File: src/rtl/bpc_pkg.sv
package bpc_pkg;

    typedef enum logic [1:0] {
        DIR_IN_ONLY  = 2'b00,
        DIR_OUT_ONLY = 2'b01,
        DIR_BIDIR    = 2'b10,
        DIR_BIDIR_X  = 2'b11
    } dir_mode_e;

    typedef enum logic [1:0] {
        POL_HIGH   = 2'b00,
        POL_LOW    = 2'b01,
        POL_OD_INV = 2'b10,
        POL_HIGH_X = 2'b11
    } pol_mode_e;

endpackage

File: src/rtl/bpc_cell_reg.sv
module bpc_cell_reg #(
    parameter int          WIDTH     = 1,
    parameter logic [WIDTH-1:0] RST_VAL = '0
) (
    input  logic             clk,
    input  logic             rst,
    input  logic             ce,
    input  logic [WIDTH-1:0] d,
    output logic [WIDTH-1:0] q
);

    always_ff @(posedge clk or posedge rst) begin
        if (rst) begin
            q <= RST_VAL;
        end else if (ce) begin
            q <= d;
        end
    end


    reg_hold_chk: assert property (@(posedge clk) disable iff (rst)
        !ce |=> $stable(q));


    reg_load_chk: assert property (@(posedge clk) disable iff (rst)
        ce |=> (q == $past(d)));

endmodule

File: src/rtl/bpc_path_sel.sv
module bpc_path_sel #(
    parameter int WIDTH = 1
) (
    input  logic             use_reg,
    input  logic [WIDTH-1:0] direct_val,
    input  logic [WIDTH-1:0] reg_val,
    output logic [WIDTH-1:0] sel_val
);

    always_comb begin
        sel_val = use_reg ? reg_val : direct_val;
    end

endmodule

File: src/rtl/bpc_drive_ctl.sv
module bpc_drive_ctl
    import bpc_pkg::*;
(
    input  logic      clk,
    input  logic      rst,
    input  dir_mode_e dir_mode,
    input  pol_mode_e pol_mode,
    input  logic      force_off,
    input  logic      data_sel,
    input  logic      en_sel,
    output logic      pad_out,
    output logic      pad_oe
);

    logic dir_en;
    logic pol_en;

    always_comb begin
        unique case (dir_mode)
            DIR_IN_ONLY:  dir_en = 1'b0;
            DIR_OUT_ONLY: dir_en = 1'b1;
            DIR_BIDIR:    dir_en = en_sel;
            DIR_BIDIR_X:  dir_en = en_sel;
            default:      dir_en = 1'b0;
        endcase
    end

    always_comb begin
        unique case (pol_mode)
            POL_HIGH: begin
                pad_out = data_sel;
                pol_en  = 1'b1;
            end
            POL_LOW: begin
                pad_out = ~data_sel;
                pol_en  = 1'b1;
            end
            POL_OD_INV: begin
                pad_out = 1'b0;
                pol_en  = data_sel;
            end
            POL_HIGH_X: begin
                pad_out = data_sel;
                pol_en  = 1'b1;
            end
            default: begin
                pad_out = data_sel;
                pol_en  = 1'b1;
            end
        endcase
    end

    always_comb begin
        pad_oe = dir_en & pol_en & ~force_off;
    end


    od_never_high_chk: assert property (@(posedge clk) disable iff (rst)
        (pol_mode == POL_OD_INV && pad_oe) |-> !pad_out);


    in_only_quiet_chk: assert property (@(posedge clk) disable iff (rst)
        (dir_mode == DIR_IN_ONLY) |-> !pad_oe);


    forced_off_chk: assert property (@(posedge clk) disable iff (rst)
        force_off |-> !pad_oe);


    out_only_drive_chk: assert property (@(posedge clk) disable iff (rst)
        (dir_mode == DIR_OUT_ONLY && !force_off && pol_mode != POL_OD_INV) |-> pad_oe);

endmodule

File: src/rtl/bpc_pad_cell.sv
module bpc_pad_cell
    import bpc_pkg::*;
(
    input  logic       clk,
    input  logic       rst,
    input  logic [1:0] cfg_dir,
    input  logic [1:0] cfg_pol,
    input  logic       cfg_oe_off,
    input  logic       cfg_out_reg,
    input  logic       cfg_oe_reg,
    input  logic       core_dout,
    input  logic       core_oe,
    input  logic       in_ce,
    input  logic       out_ce,
    input  logic       oe_ce,
    input  logic       pad_in,
    output logic       pad_out,
    output logic       pad_oe,
    output logic       core_din_comb,
    output logic       core_din_reg,
    output logic       core_fb_out
);

    localparam int LANE_W = 1;

    logic [LANE_W-1:0] in_q;
    logic [LANE_W-1:0] out_q;
    logic [LANE_W-1:0] oe_q;
    logic [LANE_W-1:0] data_sel;
    logic [LANE_W-1:0] en_sel;

    bpc_cell_reg #(.WIDTH(LANE_W)) u_in_reg (
        .clk(clk), .rst(rst), .ce(in_ce), .d(pad_in), .q(in_q)
    );

    bpc_cell_reg #(.WIDTH(LANE_W)) u_out_reg (
        .clk(clk), .rst(rst), .ce(out_ce), .d(core_dout), .q(out_q)
    );

    bpc_cell_reg #(.WIDTH(LANE_W)) u_oe_reg (
        .clk(clk), .rst(rst), .ce(oe_ce), .d(core_oe), .q(oe_q)
    );

    bpc_path_sel #(.WIDTH(LANE_W)) u_data_sel (
        .use_reg(cfg_out_reg), .direct_val(core_dout), .reg_val(out_q), .sel_val(data_sel)
    );

    bpc_path_sel #(.WIDTH(LANE_W)) u_en_sel (
        .use_reg(cfg_oe_reg), .direct_val(core_oe), .reg_val(oe_q), .sel_val(en_sel)
    );

    bpc_drive_ctl u_drive (
        .clk      (clk),
        .rst      (rst),
        .dir_mode (dir_mode_e'(cfg_dir)),
        .pol_mode (pol_mode_e'(cfg_pol)),
        .force_off(cfg_oe_off),
        .data_sel (data_sel[0]),
        .en_sel   (en_sel[0]),
        .pad_out  (pad_out),
        .pad_oe   (pad_oe)
    );

    always_comb begin
        core_din_comb = pad_in;
        core_din_reg  = in_q[0];
        core_fb_out   = out_q[0];
    end


    reset_clear_chk: assert property (@(posedge clk)
        rst |-> (!core_din_reg && !core_fb_out));


    raw_in_chk: assert property (@(posedge clk) disable iff (rst)
        core_din_comb == pad_in);

endmodule

File: config.mk
export PLATFORM = sky130hd
export DESIGN_NAME = bpc_pad_cell
export DESIGN_NICKNAME = d
export VERILOG_FILES = /design/src/rtl/bpc_pkg.sv /design/src/rtl/bpc_cell_reg.sv /design/src/rtl/bpc_path_sel.sv /design/src/rtl/bpc_drive_ctl.sv /design/src/rtl/bpc_pad_cell.sv
export SDC_FILE = /design/constraint.sdc
export NUM_CORES = 1
export LEC_CHECK = 0
export BUFFER_PORTS_ARGS = -buffer_cell sky130_fd_sc_hd__buf_2
export CORE_AREA = 2 2 39 41
export CTS_BUF_LIST = sky130_fd_sc_hd__clkbuf_4
export DETAILED_ROUTE_END_ITERATION = 10
export DIE_AREA = 0 0 41 43
export PLACE_DENSITY = 0.49
export SLEW_MARGIN = 20
export SYNTH_ARGS = -nofsm -noshare
export SYNTH_HDL_FRONTEND = slang
export SYNTH_SLANG_ARGS = --single-unit
export TNS_END_PERCENT = 30
File: constraint.sdc
create_clock -name clk -period 0.8 [get_ports clk]
set_input_delay 0.04 -clock clk [delete_from_list [all_inputs] [get_ports clk]]
set_output_delay 0.04 -clock clk [all_outputs]
set_load 0.005 [all_outputs]
# Word-level counts from Yosys, hierarchy flattened
# Index checks and enable logic that the tools add are counted.
# word_totals
ff_bits,3
inputBits,15
out_inout_bits,5
word_cells,23
# classes
n_eq_ne,6
mux,5
bitwise,4
reduce_logical,5
# ops
op,count
"2-bit == test, second input constant",4
1-bit one-hot mux with 3 select lines,2
"2-bit by 1-bit == test with 1-bit output, second input constant",2
2-bit logical NOT,2
2-bit OR reduction,2
3-bit OR reduction,1
1-bit AND,2
1-bit 2-to-1 mux,2
1-bit NOT,2
1-bit one-hot mux with 2 select lines,1

# Logic depth before layout (Yosys ltp)
# logic_depth
ltp_word,5
ltp_mapped,4

# Modules after synthesis
# Synthesis repeated with hierarchy kept, for this count alone.
# hier_totals
cells_unflattened,21
area_unflattened_um2,241.5
# by_module_without_submodules
mod,n_inst,cells_per_inst,area_each_um2,seq_area_each_um2
bpc_cell_reg,3,3,43.8,25.0
bpc_drive_ctl,1,9,72.6,0.0
bpc_path_sel,2,1,15.0,0.0
bpc_pad_cell,1,1,7.5,0.0

# Worst setup path after synthesis
# No wires, ideal clock.
# synth_timing
path_type,reg-to-output
from,reg u_out_reg.q
to,out pad_oe
t_arrival_ps,774
required_time_ps,760
slack_ps,-14
path_stages_with_launch,4
n_path_buf,0
path_cell_list,dfrtp_1 mux2i_1 a22o_1 nor3_2
# synth_between
elab_chain_len,4
# synth_lines
item,line_no,text
from (decl),bpc_cell_reg.sv:9,output logic [WIDTH-1:0] q
from (signal assigned),bpc_cell_reg.sv:14,q <= RST_VAL;
from (signal assigned),bpc_cell_reg.sv:16,q <= d;
1-bit 2-to-1 mux,bpc_path_sel.sv:11,sel_val = use_reg ? reg_val : direct_val;
1-bit one-hot mux with 2 select lines,bpc_drive_ctl.sv:29,unique case (pol_mode)
1-bit AND (2 in series),bpc_drive_ctl.sv:54,pad_oe = dir_en & pol_en & ~force_off;
to (decl),bpc_pad_cell.sv:18,"output logic pad_oe,"
# Every way passes these cells.

# Final worst setup path
# Ends and elaborated chain as after synthesis.

==> impl_results.md <==
* Status: finished, violations left
* Failing checks: setup timing
* VDD IR-drop max at 456.8 uV
* Initial DRC Count at 1
* Critical Path RT at 0.76 ns
* Grt total ovfl at 0
* Global-route wire length before repair at 779 um
* Max cap viols at 0
* Worst slack, placed at -0.1555 ns
* H-tree Lvls at 1
* Setup TNS after final layout at -0.7385 ns
* CP arrival at 1.15 ns
* Slew margin rel. at a little under nine tenths
* #FFs+latches synth at 3
* Sequential area share after synthesis at 35.71%
* Tcrit/Tclk final at 149.2%
* Setup Viol. Count Final at 3
* Area growth from synthesis to layout at 73.81%
* Critical path's slowest cell: dfrtp_1
* Final Slew Violations at 0
* Starting density of the core at 15.19%
* Dpl cells at 54
* Global Route Usage Sum at between 7 and 8%
* Yosys warns at 0
* Core footprint at about 1400 um2
* Die width at 41 um
* Antenna violations before repair at 0
* Worst Reg-to-Reg Cells at 1
* Final setup margin at -0.3935 ns
* Crit path time final at 1.194 ns
* Routed WL at ~530 um
* FF-to-FF setup slack at 0.03 ns
* Worst hold-check path type: input port to register
* Port Buffers at 19
* Final Hold Viols at 0
* Final #Nets at 61
* RePlAce Congestion at 0.5859
* Antenna Cells at 0
* Largest delay share family, worst path: flip-flops
* Worst Path Buf+Inv at 1
* CTS Root Cell: clkbuf_4
* RSZ-0062 raised after global routing: true
* Tot Pwr at 0.6145 mW
* Post-Layout Cell Count at 59
* Largest stage delay, worst path at 0.39 ns
* Fmax at roughly 840 MHz
* Synth Cell Area at 210.2 um2
* Worst Skew at 0 ns
* Std-Cell Rows at 14
* Post-DP Area at 317.8 um2
* CP Launch Type: register
* Initial DRT Pass Iterations at 3
* Post-DR wirelength/cell at 8.966 um
* Critical path peak fanout at 3
* Critical path class: register to output port
* Largest net degree at the start of global routing at 4
* Cells after Synth at 20
* Clock buffer count from CTS at 3
* Vias/cell at 3.881
* Hold Crit Depth at 2
* Final core occ at 26.40%
* Fin area at 365.4 um2
* TritonCTS clock tree: yes
* # DRC at 0
* Layout cells sized above 1 at 62.79%
* IO Count at 20
* Clock transition at path regs at around 0.040 ns
* WHS at 0.04097 ns
* CTS Sinks at 3
* Cell count along the critical path at 4
* Syn avg cell area at 10.51 um2
* Die H at between 40 and 50 um
* PD cells at 1682 nW/um2
* Leakage at 0.2055 nW
* Post-synthesis cell type count at 13
* CTS Buffer Depth at 2
* Crit end category: output port
* Post-DP HPWL at 416.3 um
* Synthesized Nets at 37
* Worst-Margin Slew at around 0.20 ns
* Vias in the first global route at ~210
* Cell Chain, Critical Path: mux2i_2, a22o_1, nor3_2, buf_2
* DR vias at 229
* Worst skew pair latency at around 0.24 ns
* Antenna-violating nets left at 0
* Die ar. at 1763 um2
[worst paths after layout]
kind | to | startpoint
setup / recovery | pad_oe | u_out_reg.q
hold / removal | u_oe_reg.q | core_oe
setup reg to reg | u_out_reg.q | u_out_reg.q
hold reg to reg | u_oe_reg.q | u_oe_reg.q
max in group asynchronous | u_oe_reg.q | rst
min in group asynchronous | u_in_reg.q | rst
[power by group]
part	switching, mW	total (mW)	internal, mW	leakage [nW]
clock	0.0858	0.307	0.221	0.0184
combinational	0.0507	0.130	0.0798	0.152
sequential	0.00922	0.177	0.168	0.0351
[cell usage after synthesis, drive strengths merged]
| library cell | n | area (um2) |
|---|---|---|
| a22o | 1 | 8.760 |
| buf | 1 | 7.510 |
| dfrtp | 3 | 75.07 |
| ha | 2 | 25.02 |
| inv | 3 | 11.26 |
| mux2 | 3 | 33.78 |
| mux2i | 2 | 20.02 |
| nand2 | 1 | 3.750 |
| nand2b | 1 | 6.260 |
| nor2 | 1 | 3.750 |
| nor3 | 1 | 10.01 |
| o21ai | 1 | 5.000 |
[flip-flops by register name, summed over array words and instances, names as in the netlist]
name / cells
u_oe_reg.q: 1
u_out_reg.q: 1
u_in_reg.q: 1
[metal layers]
metal	share of wire, %	routed length [um]	global-route usage, %
met1	41	218	6.774
met2	42	223	9.688
met3	16	87	6.283
met4	0	0	8.000
met5	0	0	0
[cell type report]
class / count / area [um2]
timing repair buffer: 20 / 105.1
tap: 16 / 20.02
fill: 157 / 1018
inverter: 3 / 11.26
clock buffer: 4 / 30.03
sequential: 3 / 75.07
multi-input combinational: 13 / 123.9
[placed cells by master (no fill, tap or decap), types with 2 or more instances in the layout]
cell type / instances
buf_2: 19
clkbuf_4: 4
dfrtp_1: 3
ha_1: 2
inv_1: 3
[repair_timing]
item                                   in CTS  in global routing
setup endpoints to repair                   3                  5
hold buffers                                1                  0
gates resized for setup                     1                  1
buffers inserted                            0                  0
pin swaps                                   1                  1
endpoints found under the hold margin       3                  0
[kinds of logic (layout without fill, tap and decap cells)]
kind of cell / count (synthesis) / count (layout) / share of synthesized area (%)
fa+ha+maj: 2 / 2 / 11.90
mux: 5 / 5 / 25.59
buf+inv: 4 / 27 / 8.930
flops: 3 / 3 / 35.71
compound gates: 2 / 2 / 6.546
simple gates: 4 / 4 / 11.31
Note: power is estimated with default switching activity, not from simulation.
